[src/rtl/sig_trig_pkg.sv]
package sig_trig_pkg;

    localparam int unsigned NUM_ACT = 4;
    localparam int unsigned BAR_W   = 3;
    localparam int unsigned OFS_W   = 11;
    localparam int unsigned DATA_W  = 32;

    // Index of each action in the request/acknowledge vectors.
    typedef enum logic [1:0] {
        ACT_RD   = 2'd0,
        ACT_INTX = 2'd1,
        ACT_MSI  = 2'd2,
        ACT_MSIX = 2'd3
    } act_e;

    // Signature table, indexed by act_e.
    localparam logic [NUM_ACT-1:0][OFS_W-1:0] SIG_OFS = {
        11'hEEC, 11'hEEC, 11'hEEC, 11'hEA8
    };
    localparam logic [NUM_ACT-1:0][DATA_W-1:0] SIG_DATA = {
        32'hDEAD_BEEF, 32'hEEEE_FFFF, 32'hCCCC_DDDD, 32'hAAAA_BBBB
    };

endpackage

[src/rtl/sig_trig_match.sv]
module sig_trig_match
    import sig_trig_pkg::*;
#(
    parameter int unsigned                        N_ACT    = NUM_ACT,
    parameter int unsigned                        BW       = BAR_W,
    parameter int unsigned                        OW       = OFS_W,
    parameter int unsigned                        DW       = DATA_W,
    parameter logic [BW-1:0]                      HOME_BAR = '0,
    parameter logic [N_ACT-1:0][OW-1:0]           S_OFS    = SIG_OFS,
    parameter logic [N_ACT-1:0][DW-1:0]           S_DATA   = SIG_DATA
) (
    input  logic              clk,
    input  logic              rst_n,
    input  logic              wr_valid,
    input  logic [BW-1:0]     wr_bar,
    input  logic [OW-1:0]     wr_offset,
    input  logic [DW-1:0]     wr_data,
    output logic [N_ACT-1:0]  hit
);

    logic in_home;

    always_comb begin
        in_home = wr_valid && (wr_bar == HOME_BAR);
    end

    for (genvar g = 0; g < N_ACT; g++) begin : g_sig
        always_comb begin
            hit[g] = in_home && (wr_offset == S_OFS[g]) && (wr_data == S_DATA[g]);
        end
    end

    // one write selects at most one action
    p_single_hit_r11: assert property (@(posedge clk) disable iff (!rst_n)
        $onehot0(hit));

    // foreign BAR never matches
    p_home_bar_only_r5: assert property (@(posedge clk) disable iff (!rst_n)
        (wr_bar != HOME_BAR) |-> (hit == '0));

    // idle bus never matches
    p_idle_no_hit_r10: assert property (@(posedge clk) disable iff (!rst_n)
        !wr_valid |-> (hit == '0));

endmodule

[src/rtl/sig_trig_pend.sv]
module sig_trig_pend (
    input  logic clk,
    input  logic rst_n,
    input  logic set_i,
    input  logic ack_i,
    output logic req_o
);

    typedef struct packed {
        logic req;
    } pend_t;

    pend_t st_d, st_q;

    always_comb begin
        st_d = st_q;
        if (st_q.req) begin
            // Pending: a new trigger is dropped, only the acknowledge matters.
            if (ack_i) st_d.req = 1'b0;
        end else begin
            if (set_i) st_d.req = 1'b1;
        end
    end

    always_ff @(posedge clk) begin
        if (!rst_n) st_q <= '0;
        else        st_q <= st_d;
    end

    assign req_o = st_q.req;

    // held until acknowledged
    p_hold_r7: assert property (@(posedge clk) disable iff (!rst_n)
        (req_o && !ack_i) |=> req_o);

    // acknowledge clears
    p_clear_r7: assert property (@(posedge clk) disable iff (!rst_n)
        (req_o && ack_i) |=> !req_o);

    // retrigger with ack does not re-arm
    p_no_rearm_r8: assert property (@(posedge clk) disable iff (!rst_n)
        (req_o && ack_i && set_i) |=> !req_o);

    // idle plus trigger raises the request
    p_raise_r1: assert property (@(posedge clk) disable iff (!rst_n)
        (!req_o && set_i) |=> req_o);

    // no request appears without a trigger
    p_no_spurious_r8: assert property (@(posedge clk) disable iff (!rst_n)
        (!req_o && !set_i) |=> !req_o);

endmodule

[src/rtl/sig_action_trigger.sv]
module sig_action_trigger
    import sig_trig_pkg::*;
(
    input  logic                 clk,
    input  logic                 rst_n,
    input  logic                 wr_valid,
    input  logic [BAR_W-1:0]     wr_bar,
    input  logic [OFS_W-1:0]     wr_offset,
    input  logic [DATA_W-1:0]    wr_data,
    output logic                 rd_req,
    input  logic                 rd_ack,
    output logic                 intx_req,
    input  logic                 intx_ack,
    output logic                 msi_req,
    input  logic                 msi_ack,
    output logic                 msix_req,
    input  logic                 msix_ack
);

    logic [NUM_ACT-1:0] hit;
    logic [NUM_ACT-1:0] ack_vec;
    logic [NUM_ACT-1:0] req_vec;

    always_comb begin
        ack_vec           = '0;
        ack_vec[ACT_RD]   = rd_ack;
        ack_vec[ACT_INTX] = intx_ack;
        ack_vec[ACT_MSI]  = msi_ack;
        ack_vec[ACT_MSIX] = msix_ack;
    end

    sig_trig_match #(
        .N_ACT    (NUM_ACT),
        .BW       (BAR_W),
        .OW       (OFS_W),
        .DW       (DATA_W),
        .HOME_BAR ('0),
        .S_OFS    (SIG_OFS),
        .S_DATA   (SIG_DATA)
    ) u_match (
        .clk       (clk),
        .rst_n     (rst_n),
        .wr_valid  (wr_valid),
        .wr_bar    (wr_bar),
        .wr_offset (wr_offset),
        .wr_data   (wr_data),
        .hit       (hit)
    );

    for (genvar g = 0; g < NUM_ACT; g++) begin : g_pend
        sig_trig_pend u_pend (
            .clk   (clk),
            .rst_n (rst_n),
            .set_i (hit[g]),
            .ack_i (ack_vec[g]),
            .req_o (req_vec[g])
        );
    end

    assign rd_req   = req_vec[ACT_RD];
    assign intx_req = req_vec[ACT_INTX];
    assign msi_req  = req_vec[ACT_MSI];
    assign msix_req = req_vec[ACT_MSIX];

    // cleared by reset
    p_reset_clear_r9: assert property (@(posedge clk)
        !rst_n |=> (req_vec == '0));

    // acknowledging one kind leaves an idle other kind idle without a hit
    p_independent_r11: assert property (@(posedge clk) disable iff (!rst_n)
        (!msi_req && !hit[ACT_MSI]) |=> !msi_req);

endmodule

[config.mk]
export PLATFORM = sky130hd
export DESIGN_NAME = sig_action_trigger
export DESIGN_NICKNAME = d
export VERILOG_FILES = /design/src/rtl/sig_trig_pkg.sv /design/src/rtl/sig_trig_match.sv /design/src/rtl/sig_trig_pend.sv /design/src/rtl/sig_action_trigger.sv
export SDC_FILE = /design/constraint.sdc
export NUM_CORES = 1
export LEC_CHECK = 0
export BUFFER_PORTS_ARGS = -buffer_cell sky130_fd_sc_hd__buf_2
export CAP_MARGIN = 40
export CORE_MARGIN = 2
export CORE_UTILIZATION = 35
export CTS_BUF_LIST = sky130_fd_sc_hd__clkbuf_4 sky130_fd_sc_hd__clkbuf_8 sky130_fd_sc_hd__clkbuf_16
export DETAILED_ROUTE_END_ITERATION = 8
export GPL_TIMING_DRIVEN = 0
export PLACE_DENSITY = 0.84
export SLEW_MARGIN = 20
export SYNTH_ARGS = -nofsm -noshare
export SYNTH_HDL_FRONTEND = slang
export SYNTH_HIERARCHICAL = 1
export SYNTH_SLANG_ARGS = --single-unit
[constraint.sdc]
create_clock -name clk -period 2.7 [get_ports clk]
set_input_delay 0.27 -clock clk [delete_from_list [all_inputs] [get_ports clk]]
set_output_delay 0.27 -clock clk [all_outputs]
set_load 0.01 [all_outputs]
==> impl_metrics.env, run 1 <==
export IMPL_status="finished clean"
export IMPL_slew_viol_final=0
export IMPL_postRouteAntennaNets=0
export IMPL_worstSkewPairLatency_ns=0.23
export IMPL_fin_crit_sh_pct=55.9
export IMPL_worst_pin_slew_ns=0.480
export IMPL_htreeDepth=1
export IMPL_worstSetupEndpointType="register"
export IMPL_yosysWarnings=6
export IMPL_die_area_sq_um=1720
export IMPL_synth_nets=104
export IMPL_die_x_um=41.5
export IMPL_hold_slack_ns=0.303
export IMPL_cellLeakagePower_nw=0.365
export IMPL_cts_buffers=3
export IMPL_yosys_cell_types_count=23
export IMPL_cts_setup_buffers=0
export IMPL_startpoint_type="input pin"
export IMPL_dieHeight_um=41.5
export IMPL_fin_nets=165
export IMPL_ff2ff_path_depth=2
export IMPL_cts_resized=0
export IMPL_fmax_ghz=0.662
export IMPL_grt_util_all_layers_pct=19.5
export IMPL_ys_top_cells_by_area="dfxtp_1 (16%), nand2b_4 (11%), a21boi_2 (9.1%)"
export IMPL_ys_ff_latch=4
export IMPL_cts_buffer_depth=2
export IMPL_largest_reg_flops=4
export IMPL_cts_clk_slew_worst_paths_ns=0.04
export IMPL_synth_flop_cell="dfxtp_1"
export IMPL_fin_tns_setup_ns=0
export IMPL_ys_async_sr_fraction_pct=0
export IMPL_grt_pass1_vias=729
export IMPL_finalHoldViolCount=0
export IMPL_synth_edf_count=0
export IMPL_hold_class="input pin to register"
export IMPL_skew_ns=0
export IMPL_routed_via_density=5.27
export IMPL_syn_avg_cell_area_sq_um=9.67
export IMPL_synth_top_cell_by_area="dfxtp_1"
export IMPL_syn2layout_area_growth_pct=65.2
export IMPL_setup_violations_final=0
export IMPL_drt_pass1_iterations=4
export IMPL_ir_drop_uv=193
export IMPL_cts_root_buf="clkbuf_4"
export IMPL_power_density_nw_per_um2=235
export IMPL_gp_congestion=0.753
export IMPL_coreArea_sq_um=1300
export IMPL_vias=659
export IMPL_grt_pass1_wl_um=2700
export IMPL_drc=0
export IMPL_hold_end="g_pend[3].u_pend/req_o"
export IMPL_min_from="msix_ack"
export IMPL_dpl_hpwl_um=1400
export IMPL_synth_top_area_share_pct=16.2
export IMPL_drive_above_1_share_pct=67.3
export IMPL_worstPathArrival_ns=1.68
export IMPL_cts_hold_fix_buffers=0
export IMPL_max_cap_violations=0
export IMPL_cts_tree="yes"
export IMPL_cp_required_ns=2.87
export IMPL_period_needed_ns=1.51
export IMPL_synth_cell_area_sq_um=493
export IMPL_n_antenna_cell=0
export IMPL_rsz0062_at_grt="no"
export IMPL_row_count=13
export IMPL_critical_path_max_fanout=2
export IMPL_max_slew_margin_pct=67.7
export IMPL_r2r_setup_slack_ns=2.04
export IMPL_finalWirelength_um=1540
export IMPL_port_buffers=56
export IMPL_min_path_cells=3
export IMPL_grt_overflow=0
export IMPL_drt_iter0_drc=5
export IMPL_critical_path_class="input pin to register"
export IMPL_clock_sinks=4
export IMPL_grt_max_degree=5
export IMPL_syn_inst=51
export IMPL_seq_area_frac_synth_pct=16.2
export IMPL_power_mw=0.191
export IMPL_initial_utilization_pct=37.9
export IMPL_timing_rr_start="g_pend[1].u_pend/req_o"
export IMPL_antenna_found_initial=0
export IMPL_wl_per_cell_um=12.3
export IMPL_r2r_end="g_pend[1].u_pend/req_o"
export IMPL_io_pins=57
## kinds of logic (layout without fill, tap and decap cells)
family                 Yosys count  in the layout  synth area share (%)
and+or+nand+nor                 43             43                  74.6
AOI/OAI and AO/OA                4              4                  9.14
DFF                              4              4                  16.2
buffers and inverters            0             59                     0
## layer usage
| layer | wire, um | global-route usage (%) |
|---|---|---|
| met5 | 0 | 0 |
| met2 | 879 | 39.1 |
| met1 | 530 | 17.0 |
| met4 | 13 | 12.3 |
| met3 | 118 | 3.91 |
## cells in the final DEF, fill, tap and decap left out, types with 2 or more instances in the layout
master	n
nor4_1	5
nand4_1	6
nand2b_1	5
a21boi_2	4
dfxtp_1	4
nand2b_4	4
nor4_2	2
nand4b_1	2
buf_2	56
nor2_1	2
and4_1	3
nor4b_2	2
clkbuf_4	3
## through the flow
| step | instance area (sq um) | instances | setup slack (ns) | util, % |
|---|---|---|---|---|
| 2_1_floorplan | 493 | 51 | 1.26 | - |
| 3_3_place_gp | 792 | 122 | 1.03 | 60.9 |
| 3_5_place_dp | 792 | 122 | 0.980 | 60.9 |
| 4_1_cts | 815 | 125 | 1.24 | 62.6 |
| 5_1_grt | 815 | 125 | 1.11 | 62.6 |
| 6_report | 815 | 125 | 1.19 | 62.6 |
## power breakdown
part / switching, mW / total, mW / internal (mW)
logic: 0.0213 / 0.0571 / 0.0358
clock network: 0.0251 / 0.0749 / 0.0498
registers: 0 / 0.0594 / 0.0594
## area by class of cell
type | count | area [sq um]
Fill cell | 122 | 487
Multi-Input combinational cell | 47 | 413
Timing Repair Buffer | 56 | 280
Sequential cell | 4 | 80.1
Clock buffer | 3 | 22.5
Tap cell | 15 | 18.8
## critical path, stage by stage
cell	delay [ns]
buf_2	0.10
nor4bb_1	0.45
nand3_1	0.20
nor4_1	0.46
nand2b_4	0.07
a21boi_2	0.13
## synth_stat cells (2+ instances only)
library cell / instances
and4_1: 3
nand4b_1: 2
nor2_1: 2
nand4_1: 6
nor4b_2: 2
dfxtp_1: 4
a21boi_2: 4
nand2b_1: 5
nand2b_4: 4
nor4_1: 5
nor4_2: 2
## worst max-delay path by stage
stage	startpoint	end	depth (start not counted)
2_1_floorplan	wr_bar[1]	g_pend[0].u_pend/req_o	5
3_3_place_gp	wr_data[16]	g_pend[1].u_pend/req_o	6
3_5_place_dp	wr_data[16]	g_pend[0].u_pend/req_o	6
4_1_cts	wr_data[16]	g_pend[0].u_pend/req_o	6
5_1_grt	wr_data[16]	g_pend[0].u_pend/req_o	6
6_report	wr_data[16]	g_pend[0].u_pend/req_o	6
(Power assumes the default switching activity.)
==> run 2, diff against run 1 <==
CORE_UTILIZATION = 32   (was 35)
PLACE_DENSITY = 0.77   (was 0.84)
clock period = 1.45 ns   (was 2.7 ns; I/O delays follow)
==> run 2 against run 1 <==
Power rose by 85%. Flip-flop and latch count did not move. Global-route usage fell by 1.3 points. Largest power group unchanged. Register-to-register slack got worse by 1.2 ns.
==> impl_metrics.env, run 2 (synthesis gave the netlist of run 1 again) <==
export IMPL_status="finished clean"
export IMPL_grt_overflow=0
export IMPL_fmax_ghz=0.758
export IMPL_switching_share_pct=23.8
export IMPL_seqPwrFrac_pct=31.2
export IMPL_finalWirelength_um=1460
export IMPL_finalHoldViolCount=0
export IMPL_grt_util_all_layers_pct=18.2
export IMPL_htreeDepth=1
export IMPL_syn2layout_area_growth_pct=66.8
export IMPL_setup_violations_final=0
export IMPL_cts_root_buf="clkbuf_4"
export IMPL_vias=662
export IMPL_layout_commonest_cell="buf_2"
export IMPL_drive_above_1_share_pct=68.2
export IMPL_cts_resized=0
export IMPL_clock_sinks=4
export IMPL_coreArea_sq_um=1470
export IMPL_port_buffers=56
export IMPL_row_count=14
export IMPL_n_antenna_cell=0
export IMPL_drt_pass1_iterations=3
export IMPL_fin_crit_sh_pct=91.0
export IMPL_pre_cts_slack_ns=-0.156
export IMPL_rsz0062_at_grt="no"
export IMPL_drc=0
export IMPL_dpl_hpwl_um=1350
export IMPL_regArea_sq_um=80.1
export IMPL_cts_tree="yes"
export IMPL_combinationalPowerShare_pct=29.8
export IMPL_critical_path_class="input pin to register"
export IMPL_hold_class="input pin to register"
export IMPL_max_cap_violations=0
export IMPL_fin_tns_setup_ns=0
export IMPL_worstPathArrival_ns=1.49
export IMPL_cts_hold_fix_buffers=0
export IMPL_multi_input_area_sq_um=419
export IMPL_initial_utilization_pct=33.5
export IMPL_worstSkewPairLatency_ns=0.23
export IMPL_clock_power_share_pct=39.0
export IMPL_die_x_um=43.3
export IMPL_largest_reg_flops=4
export IMPL_routed_via_density=5.25
export IMPL_wl_per_cell_um=11.5
export IMPL_fin_nets=165
export IMPL_dp_cells=123
export IMPL_cp_required_ns=1.62
export IMPL_fin_ws_ns=0.131
export IMPL_startpoint_type="input pin"
export IMPL_drt_iter0_drc=10
export IMPL_worst_pin_slew_ns=0.455
export IMPL_cellLeakagePower_nw=0.366
export IMPL_switchingPower_mw=0.0844
export IMPL_max_slew_margin_pct=69.4
export IMPL_power_density_nw_per_um2=431
export IMPL_dieHeight_um=43.3
export IMPL_gp_congestion=0.684
export IMPL_power_mw=0.354
export IMPL_ir_drop_uv=384
export IMPL_antenna_found_initial=0
export IMPL_period_needed_ns=1.32
export IMPL_fillers=165
export IMPL_critical_path_max_fanout=2
export IMPL_postRouteAntennaNets=0
export IMPL_grt_pass1_vias=664
export IMPL_cts_setup_buffers=0
export IMPL_cts_buffer_depth=2
export IMPL_final_cell_count_no_fill=126
export IMPL_io_pins=57
export IMPL_slew_viol_final=0
export IMPL_dpl_instance_area_sq_um=793
export IMPL_skew_ns=0
export IMPL_postLayoutCoreUtil_pct=55.9
export IMPL_worstSetupEndpointType="register"
export IMPL_final_area_sq_um=822
export IMPL_grt_max_degree=5
export IMPL_internal_power_mw=0.270
export IMPL_cts_buffers=3
export IMPL_cts_clk_slew_worst_paths_ns=0.04
export IMPL_hold_slack_ns=0.173
export IMPL_layout_common_cells="buf_2 (56), nand4_1 (6), nand2b_1 (5)"
export IMPL_die_area_sq_um=1870
export IMPL_grt_pass1_wl_um=2510
run 2: area by class of cell:
| class | instances | share of cell area (%) |
|---|---|---|
| Multi-Input combinational cell | 47 | 51.0 |
| Tap cell | 16 | 2.44 |
| Timing Repair Buffer | 56 | 34.1 |
| Clock buffer | 3 | 2.74 |
| Sequential cell | 4 | 9.74 |
run 2: power groups by stage:
stage / registers [mW] / logic [mW] / clock network [mW]
after floorplan: 0.112 / 0.0248 / 0
after global placement: 0.112 / 0.102 / 0
after detailed placement: 0.112 / 0.106 / 0
after CTS: 0.111 / 0.106 / 0.147
after global routing: 0.110 / 0.118 / 0.164
final: 0.111 / 0.106 / 0.138
run 2: final timing paths:
check / start / end / slack (ns) / cells after the start
setup / recovery: wr_data[16] / g_pend[0].u_pend/req_o / 0.13 / 6
hold / removal: intx_ack / g_pend[1].u_pend/req_o / 0.17 / 3
setup reg to reg: g_pend[3].u_pend/req_o / g_pend[3].u_pend/req_o / 0.81 / 2
hold reg to reg: g_pend[1].u_pend/req_o / g_pend[1].u_pend/req_o / 0.49 / 2
run 2: routing by layer:
metal | track usage (%) | share of wire, % | vias up
li1 | - | - | 331
met4 | 12.7 | 2.0 | 0
met3 | 4.68 | 8.6 | 4
met5 | 0 | 0 | -
met2 | 32.8 | 56 | 33
met1 | 17.5 | 34 | 294
run 2: critical path: stages:
cell and delay (ns):
buf_2 0.10, nor4bb_1 0.43, nand3_1 0.17, nor4_1 0.43, nand2b_4 0.08, a21boi_2 0.13
